[src/rtl/pal_sync_pkg.sv]
package pal_sync_pkg;
  typedef enum logic {PH_VERT = 1'b0, PH_LINE = 1'b1} phase_e;
  typedef enum logic {SK_EQ = 1'b0, SK_BROAD = 1'b1} slot_kind_e;
endpackage

[src/rtl/pal_slot_timer.sv]
module pal_slot_timer #(
  parameter int CYC_W = 13
) (
  input  logic             clk_i,
  input  logic             rst_ni,
  input  logic             run_i,
  input  logic [CYC_W-1:0] len_i,
  output logic [CYC_W-1:0] cyc_o,
  output logic             last_o
);
  logic [CYC_W-1:0] cyc_q;

  assign last_o = run_i && (cyc_q == len_i - 1'b1);
  assign cyc_o  = cyc_q;

  always_ff @(posedge clk_i or negedge rst_ni) begin
    if (!rst_ni)      cyc_q <= '0;
    else if (!run_i)  cyc_q <= '0;
    else if (last_o)  cyc_q <= '0;
    else              cyc_q <= cyc_q + 1'b1;
  end
endmodule

[src/rtl/pal_frame_seq.sv]
module pal_frame_seq
  import pal_sync_pkg::*;
#(
  parameter int N_VSLOT = 16,
  parameter int N_LINES = 304,
  parameter int SLOT_W  = 4,
  parameter int LN_W    = 9
) (
  input  logic              clk_i,
  input  logic              rst_ni,
  input  logic              run_i,
  input  logic              last_i,
  output phase_e            phase_o,
  output logic [SLOT_W-1:0] slot_o,
  output logic [LN_W-1:0]   line_o
);
  localparam logic [SLOT_W-1:0] SLOT_END = SLOT_W'(N_VSLOT - 1);
  localparam logic [LN_W-1:0]   LN_TOP   = LN_W'(N_LINES);
  localparam logic [LN_W-1:0]   LN_ONE   = LN_W'(1);

  phase_e            phase_q;
  logic [SLOT_W-1:0] slot_q;
  logic [LN_W-1:0]   line_q;

  always_ff @(posedge clk_i or negedge rst_ni) begin
    if (!rst_ni) begin
      phase_q <= PH_VERT;
      slot_q  <= '0;
      line_q  <= '0;
    end else if (!run_i) begin
      phase_q <= PH_VERT;
      slot_q  <= '0;
      line_q  <= '0;
    end else if (last_i) begin
      if (phase_q == PH_VERT) begin
        if (slot_q == SLOT_END) begin
          phase_q <= PH_LINE;
          slot_q  <= '0;
          line_q  <= LN_TOP;
        end else begin
          slot_q <= slot_q + 1'b1;
        end
      end else begin
        if (line_q == LN_ONE) begin
          phase_q <= PH_VERT;
          line_q  <= '0;
        end else begin
          line_q <= line_q - 1'b1;
        end
      end
    end
  end

  assign phase_o = phase_q;
  assign slot_o  = slot_q;
  assign line_o  = line_q;
endmodule

[src/rtl/pal_wave_decode.sv]
module pal_wave_decode
  import pal_sync_pkg::*;
#(
  parameter int CYC_W     = 13,
  parameter int LN_W      = 9,
  parameter int HALF_CYC  = 2560,
  parameter int EQ_CYC    = 160,
  parameter int HS_CYC    = 320,
  parameter int PORCH_CYC = 640,
  parameter int PIC_CYC   = 4000,
  parameter int N_LINES   = 304,
  parameter int ACT_LO    = 26,
  parameter int ACT_HI    = 259
) (
  input  logic             run_i,
  input  phase_e           phase_i,
  input  slot_kind_e       kind_i,
  input  logic [CYC_W-1:0] cyc_i,
  input  logic [LN_W-1:0]  line_i,
  output logic             sync_n_o,
  output logic             active_o,
  output logic             fstart_o
);
  localparam logic [CYC_W-1:0] EQ_END   = CYC_W'(EQ_CYC);
  localparam logic [CYC_W-1:0] BR_END   = CYC_W'(HALF_CYC - EQ_CYC);
  localparam logic [CYC_W-1:0] HS_END   = CYC_W'(HS_CYC);
  localparam logic [CYC_W-1:0] PIC_BEG  = CYC_W'(HS_CYC + PORCH_CYC);
  localparam logic [CYC_W-1:0] PIC_END  = CYC_W'(HS_CYC + PORCH_CYC + PIC_CYC);
  localparam logic [LN_W-1:0]  LN_LO    = LN_W'(ACT_LO);
  localparam logic [LN_W-1:0]  LN_HI    = LN_W'(ACT_HI);
  localparam logic [LN_W-1:0]  LN_TOP   = LN_W'(N_LINES);

  logic low_c, pic_line_c, pic_win_c;

  always_comb begin
    if (phase_i == PH_VERT)
      low_c = (kind_i == SK_BROAD) ? (cyc_i < BR_END) : (cyc_i < EQ_END);
    else
      low_c = cyc_i < HS_END;
  end

  assign pic_line_c = (phase_i == PH_LINE) && (line_i >= LN_LO) && (line_i <= LN_HI);
  assign pic_win_c  = (cyc_i >= PIC_BEG) && (cyc_i < PIC_END);

  assign sync_n_o = !(run_i && low_c);
  assign active_o = run_i && pic_line_c && pic_win_c;
  assign fstart_o = run_i && (phase_i == PH_LINE) && (line_i == LN_TOP) && (cyc_i == '0);
endmodule

[src/rtl/pal_comp_sync.sv]
module pal_comp_sync
  import pal_sync_pkg::*;
#(
  parameter int HALF_CYC  = 2560,
  parameter int LINE_CYC  = 5120,
  parameter int EQ_CYC    = 160,
  parameter int HS_CYC    = 320,
  parameter int PORCH_CYC = 640,
  parameter int PIC_CYC   = 4000,
  parameter int N_PRE     = 6,
  parameter int N_BROAD   = 5,
  parameter int N_POST    = 5,
  parameter int N_LINES   = 304,
  parameter int ACT_LO    = 26,
  parameter int ACT_HI    = 259,
  localparam int LN_W     = $clog2(N_LINES + 1)
) (
  input  logic            clk_i,
  input  logic            rst_ni,
  input  logic            en_i,
  output logic            sync_n_o,
  output logic            line_active_o,
  output logic            frame_start_o,
  output logic [LN_W-1:0] line_num_o
);
  localparam int N_VSLOT = N_PRE + N_BROAD + N_POST;
  localparam int CYC_W   = $clog2(LINE_CYC + 1);
  localparam int SLOT_W  = (N_VSLOT > 1) ? $clog2(N_VSLOT) : 1;
  localparam logic [CYC_W-1:0] HALF_LEN = CYC_W'(HALF_CYC);
  localparam logic [CYC_W-1:0] LINE_LEN = CYC_W'(LINE_CYC);

  logic              run_q;
  logic [CYC_W-1:0]  cyc;
  logic              last;
  phase_e            phase;
  logic [SLOT_W-1:0] slot;
  logic [LN_W-1:0]   line;
  logic [N_VSLOT-1:0] broad_map;
  slot_kind_e        kind;
  logic [CYC_W-1:0]  len;

  always_ff @(posedge clk_i or negedge rst_ni) begin
    if (!rst_ni) run_q <= 1'b0;
    else         run_q <= en_i;
  end

  // slot kind lookup built from the three run lengths
  for (genvar gi = 0; gi < N_VSLOT; gi++) begin : g_kind
    assign broad_map[gi] = (gi >= N_PRE) && (gi < N_PRE + N_BROAD);
  end

  assign kind = broad_map[slot] ? SK_BROAD : SK_EQ;
  assign len  = (phase == PH_VERT) ? HALF_LEN : LINE_LEN;

  pal_slot_timer #(.CYC_W(CYC_W)) u_timer (
    .clk_i  (clk_i),
    .rst_ni (rst_ni),
    .run_i  (run_q),
    .len_i  (len),
    .cyc_o  (cyc),
    .last_o (last)
  );

  pal_frame_seq #(
    .N_VSLOT (N_VSLOT),
    .N_LINES (N_LINES),
    .SLOT_W  (SLOT_W),
    .LN_W    (LN_W)
  ) u_seq (
    .clk_i   (clk_i),
    .rst_ni  (rst_ni),
    .run_i   (run_q),
    .last_i  (last),
    .phase_o (phase),
    .slot_o  (slot),
    .line_o  (line)
  );

  pal_wave_decode #(
    .CYC_W     (CYC_W),
    .LN_W      (LN_W),
    .HALF_CYC  (HALF_CYC),
    .EQ_CYC    (EQ_CYC),
    .HS_CYC    (HS_CYC),
    .PORCH_CYC (PORCH_CYC),
    .PIC_CYC   (PIC_CYC),
    .N_LINES   (N_LINES),
    .ACT_LO    (ACT_LO),
    .ACT_HI    (ACT_HI)
  ) u_dec (
    .run_i    (run_q),
    .phase_i  (phase),
    .kind_i   (kind),
    .cyc_i    (cyc),
    .line_i   (line),
    .sync_n_o (sync_n_o),
    .active_o (line_active_o),
    .fstart_o (frame_start_o)
  );

  assign line_num_o = run_q ? line : '0;
endmodule

[config.mk]
export PLATFORM = sky130hd
export DESIGN_NAME = pal_comp_sync
export DESIGN_NICKNAME = d
export VERILOG_FILES = /design/src/rtl/pal_sync_pkg.sv /design/src/rtl/pal_slot_timer.sv /design/src/rtl/pal_frame_seq.sv /design/src/rtl/pal_wave_decode.sv /design/src/rtl/pal_comp_sync.sv
export SDC_FILE = /design/constraint.sdc
export NUM_CORES = 1
export LEC_CHECK = 0
export BUFFER_PORTS_ARGS = -buffer_cell sky130_fd_sc_hd__buf_2
export CORE_ASPECT_RATIO = 2
export CORE_MARGIN = 8
export CORE_UTILIZATION = 41
export CTS_CLUSTER_DIAMETER = 30
export DETAILED_ROUTE_END_ITERATION = 8
export PLACE_DENSITY_LB_ADDON = 0.08
export SLEW_MARGIN = 20
export SYNTH_ARGS = -nofsm -noshare
export SYNTH_HDL_FRONTEND = slang
export SYNTH_SLANG_ARGS = --single-unit
[constraint.sdc]
create_clock -name clk_i -period 2.4 [get_ports clk_i]
set_input_delay 0.48 -clock clk_i [delete_from_list [all_inputs] [get_ports clk_i]]
set_output_delay 0.48 -clock clk_i [all_outputs]
set_load 0.02 [all_outputs]
* Yosys cells after proc, flatten, opt, wreduce, memory -nomap -nowiden *
Memory sizes are Yosys's and may differ from the RTL's.
Index checks and enable logic that the tools add are counted.

word-level totals
  flip-flop bits (word level) = 28
  ROM bits = 16
  logic and storage cells = 61
  memories = 1

memories
  memory            words  bits a word  rd ports  clocked after memory_dff  write ports  RTL line             source
  (name not given)  16     1            1         0                         0            pal_comp_sync.sv:52  assign kind = broad_map[slot] ? SK_BROAD : SK_EQ;

operators by class
  add/subtract/negate cells = 4
  $lt $le $gt $ge = 8
  eq/ne operators = 7
  mux-type cells = 22
  reduce and logical (&&, ||, !) cells = 14

operators by type and width
  operator                                                       number
  two-way mux 9 bit                                              6
  two-way mux 13 bit                                             3
  two-way mux 4 bit                                              4
  adder 13 x 1 -> 13 bit (second input constant)                 1
  equality test 13 bit                                           1
  >= comparator 13 x 10 -> 1 bit (second input constant)         1
  zero test 13 bit                                               1
  less-than comparator 13 x 12 -> 1 bit (second input constant)  1
  less-than comparator 13 bit (second input constant)            1
  less-than comparator 13 x 8 -> 1 bit (second input constant)   1
  less-than comparator 13 x 9 -> 1 bit (second input constant)   1
  subtractor 13 x 1 -> 13 bit (second input constant)            1
  logical AND 1 bit                                              10
  equality test 9 x 1 -> 1 bit (second input constant)           1
  equality test 9 bit (second input constant)                    1
  >= comparator 9 x 5 -> 1 bit (second input constant)           1
  <= comparator 9 bit (second input constant)                    1
  two-way mux 1 bit                                              9
  subtractor 9 x 1 -> 9 bit (second input constant)              1
  less-than comparator 4 x 5 -> 1 bit (second input constant)    1
  adder 4 x 1 -> 4 bit (second input constant)                   1
  equality test 4 bit (second input constant)                    1
  AND reduction 2 bit                                            2
  != test 3 x 1 -> 1 bit (second input constant)                 1
  3 further kinds                                                3

* Depth between registers and ports, before layout *
  word-level depth = 7
  mapped depth = 8
  mapped depth without buffers = 8

* By module *
From an unflattened synthesis, not the netlist that was laid out.

unflattened totals
  cell total of the unflattened synthesis = 258
  area, all modules = 2301.0 um^2

by module, submodules not included
  module           times used  cells each  area each (um^2)
  pal_slot_timer   1           120         1122.3
  pal_frame_seq    1           90          849.6
  pal_wave_decode  1           32          217.7
  pal_comp_sync    1           16          111.4

* Least setup slack after synthesis *
OpenSTA, ideal clock, no wires.

  path type = flip-flop to output port
  start = reg u_timer.cyc_q[11] (netlist: u_timer.cyc_o[11])
  end = out frame_start_o
  arrival time = 1.776 ns
  data required time = 1.920 ns
  setup slack = 0.144 ns
  cell stages (with the launch flop) = 4
  path buffers = 1
  path through = dfrtp_1 > buf_2 > or4_1 > nor4_1

between the ends
  word-level cells in the longest chain between the ends = 2

ends and longest elaborated chain
  item                    RTL line               source
  from (decl)             pal_slot_timer.sv:11   logic [CYC_W-1:0] cyc_q;
  from (signal assigned)  pal_slot_timer.sv:20   else cyc_q <= cyc_q + 1'b1;
  zero test 13 bit        pal_wave_decode.sv:47  assign fstart_o = run_i && (phase_i == PH_LINE) && (line_i == LN_TOP) && (cyc_i == '0);
  logical AND 1 bit       pal_wave_decode.sv:47
  to (decl)               pal_comp_sync.sv:23    output logic frame_start_o,

Every way passes these cells.

* Worst setup path in the final report *
  start = reg u_timer.cyc_q[10] (netlist: u_timer.cyc_o[10])
  end = out frame_start_o

Same word-level chain as after synthesis.

==> run_results.csv <==
group,metric,value,unit
run_status,status,"finished clean",
place,placed_area,0.00205,sq mm
drt,num_vias,1635,
clocking,worstSkewPairLatency,0.28,ns
synth,yosysUniqueCellTypes,52,
drt,wire_per_inst,16.9,um
worst_setup_path,cp_max_fo,3,
layout,final_common_cell,"nor2_1",
drt,firstDrtPassIters,4,
clocking,cts_sinks,28,
synth,synth_warnings,0,
worst_hold_path,min-delay-path-class,"input pin to async pin",
timing,fin_skew,0.00295,ns
synth,synth_adder_area_share,5.41,%
worst_setup_path,worst-setup-path-type,"register to output port",
drt,via_per_inst,5.64,
synth,synthArstFlopShare,100,%
timing,slew_violations,0,
grt,track_usage,14.3,%
timing,slew_headroom,55.7,%
synth,ys_ff_latch,28,
power_and_ir_drop,p_total,0.833,mW
place,dp_hpwl,3800,um
worst_setup_path,r2r_end,"u_seq.line_o[8]",
timing,period_share,96.8,%
grt,grt_pass1_vias,1746,
synth,synthFlopType,"dfrtp_1",
clocking,cts_tree,"built",
drt,drc,0,
synth,synthCells,206,
floorplan,die_h,111,um
power_and_ir_drop,power.internal,0.638,mW
layout,area_growth,18.0,%
worst_setup_path,endpoint_kind,"output port",
synth,postSynthAreaPerCell,8.99,sq um
timing,hold_violations,0,
synth,synth_mux_area_share,1.62,%
synth,yosysSeqAreaShare,37.8,%
drt,drt_iter0_drc,36,
synth,syn-cell-area,0.00185,sq mm
worst_setup_path,crit_path_start_kind,"register",
power_and_ir_drop,p_seq_share,58.0,%
drt,drtAntennaViolNets,0,
synth,synth_compound_area_share,16.2,%
worst_setup_path,rr_worst_depth,5,
layout,design_area,0.00219,sq mm
synth,synth_edf_count,0,
power_and_ir_drop,swShare,23.3,%
floorplan,core,0.00434,sq mm
clocking,htree_num_levels,1,
worst_setup_path,cp.required,1.92,ns
synth,synth_top_family_by_area,"simple AND/OR/NAND/NOR gates",
worst_setup_path,reg2reg_from,"u_seq.line_o[1]",
timing,tns,0,ns
floorplan,rows,34,
synth,synthXorXnorAreaFrac,5.68,%
worst_setup_path,reg2reg_slack,0.33,ns
power_and_ir_drop,pwr-share-comb,5.2,%
floorplan,initial_core_util,42.7,%
layout,antennaDiodeCount,0,
clocking,clk_pin_slew,0.10,ns
run,maxCapViolCount,0,
power_and_ir_drop,clock_power_share,36.8,%
power_and_ir_drop,p_leak,1.05,nW
grt,overflow,0,
layout,nets,248,
layout,mostFrequentLayoutCells,"nor2_1 (29), dfrtp_1 (27), buf_4 (22)",
synth,synth-simple-area-share,29.0,%
floorplan,io_pins,15,
clocking,cts_root_buf,"clkbuf_8",
timing,worst_pin_slew,0.664,ns
drt,routed_wl,4910,um
floorplan,die_area,0.00705,sq mm
place,numPortBuffers,14,
grt,grt_first_pass_wirelength,8310,um
floorplan,die_w,63.5,um
clocking,cts_buffer_depth,2,
layout,drive_gt1_share,23.3,%
clocking,cts_buffers,3,
power_and_ir_drop,power_density,381,mW/mm^2
timing,period_needed,2.32,ns
timing,fmax,431,MHz
power_and_ir_drop,vdd_drop_max,340,uV
synth,synth_fp_nets,217,
power_and_ir_drop,power.switching,0.194,mW
place,gp_congestion,0.954,
worst_setup_path,arrival,1.84,ns
grt,antenna_found_initial,0,
timing,setup_viol,0,
grt,grt_max_degree,29,
-- power by group through the flow --
| stage | clock (mW) | combinational, mW | sequential [mW] |
|---|---|---|---|
| floorplan | 0 | 0.0165 | 0.492 |
| global placement | 0 | 0.0394 | 0.493 |
| detailed placement | 0 | 0.0405 | 0.493 |
| global route | 0.329 | 0.0519 | 0.484 |
| finish | 0.306 | 0.0436 | 0.483 |
| CTS | 0.309 | 0.0405 | 0.484 |
-- how the worst max path moves through the flow --
stage	from	to	cells after the start
floorplan	u_timer.cyc_o[11]	frame_start_o	3
global placement	u_timer.cyc_o[10]	sync_n_o	6
detailed placement	u_timer.cyc_o[10]	sync_n_o	6
CTS	u_timer.cyc_o[6]	line_active_o	5
global route	u_timer.cyc_o[9]	sync_n_o	7
finish	u_timer.cyc_o[10]	frame_start_o	4
-- metrics by stage --
stage          std cells  hold WS (ns)  utilization [%]  worst slack (ns)
3_5_place_dp         280         0.512             47.1             0.262
6_report             290         0.219             50.4            0.0777
4_1_cts              286         0.245             49.1           0.00533
2_1_floorplan        206         0.184                -             0.144
3_3_place_gp         280         0.515             47.1             0.250
5_1_grt              290         0.275             50.4           -0.0145
-- cell type report --
type                            count  area, sq um
Tap cell                           54         67.6
Inverter                            8         30.0
Multi-Input combinational cell    162         1100
Timing Repair Buffer               34          231
Sequential cell                    28          702
Fill cell                         444         2150
Clock buffer                        4         55.1
-- timing repair --
| action | in CTS | in global routing |
|---|---|---|
| hold buffers | 0 | 0 |
| resized for setup | 3 | 8 |
| pin swaps | 0 | 8 |
| endpoints found under the setup margin | 2 | 3 |
| setup buffers | 2 | 4 |
-- registers in the layout, indices dropped and copies added (netlist names) --
name	cells
run_q	1
u_seq.slot_o	4
u_seq.phase_o	1
u_seq.line_o	9
u_timer.cyc_o	13
-- cells in the mapped netlist, types with 2 or more instances --
cell	count	area, sq um
nand4_1	4	25.0
and3_1	7	43.8
nor2_1	29	109
inv_1	7	26.3
buf_6	2	22.5
o21ai_1	2	10.0
nor3_1	9	45.0
nand3_1	6	30.0
and4_1	2	17.5
o31ai_1	3	22.5
buf_2	3	15.0
xnor2_1	4	35.0
nand2_1	18	67.6
and4b_1	2	20.0
o41ai_1	2	17.5
xor2_1	8	70.1
nand2b_1	3	18.8
dfrtp_1	28	701
a31o_2	2	17.5
o21a_1	3	22.5
and2_1	7	43.8
a21o_1	2	15.0
o311a_1	2	20.0
ha_1	8	100
mux2i_1	3	30.0
o21ai_0	9	45.0
a21oi_1	4	20.0
clkbuf_1	2	7.51
or4_1	2	15.0
-- metal layers --
layer	share of wire (%)	vias up	track usage, %	wire length (um)
li1	-	795	-	-
met1	40	806	14.6	1950
met2	56	24	27.5	2760
met3	2.1	10	2.13	103
met4	2.0	0	5.70	97
met5	0	-	0	0
-- worst max-delay path, cell delays in order (launching register included) --
cell and delay [ns]:
dfrtp_1 0.39, or4_4 0.56, buf_4 0.16, nor4_2 0.26, buf_4 0.20
-- kinds of logic after synthesis --
| family | after synthesis |
|---|---|
| and+or+nand+nor | 100 |
| AOI/OAI and AO/OA | 39 |
| DFF | 28 |
| buffers and inverters | 16 |
| xor gates and xnor gates | 12 |
| adders and majority gates | 8 |
| muxes | 3 |
No activity file was read; power rests on OpenSTA's default activity.
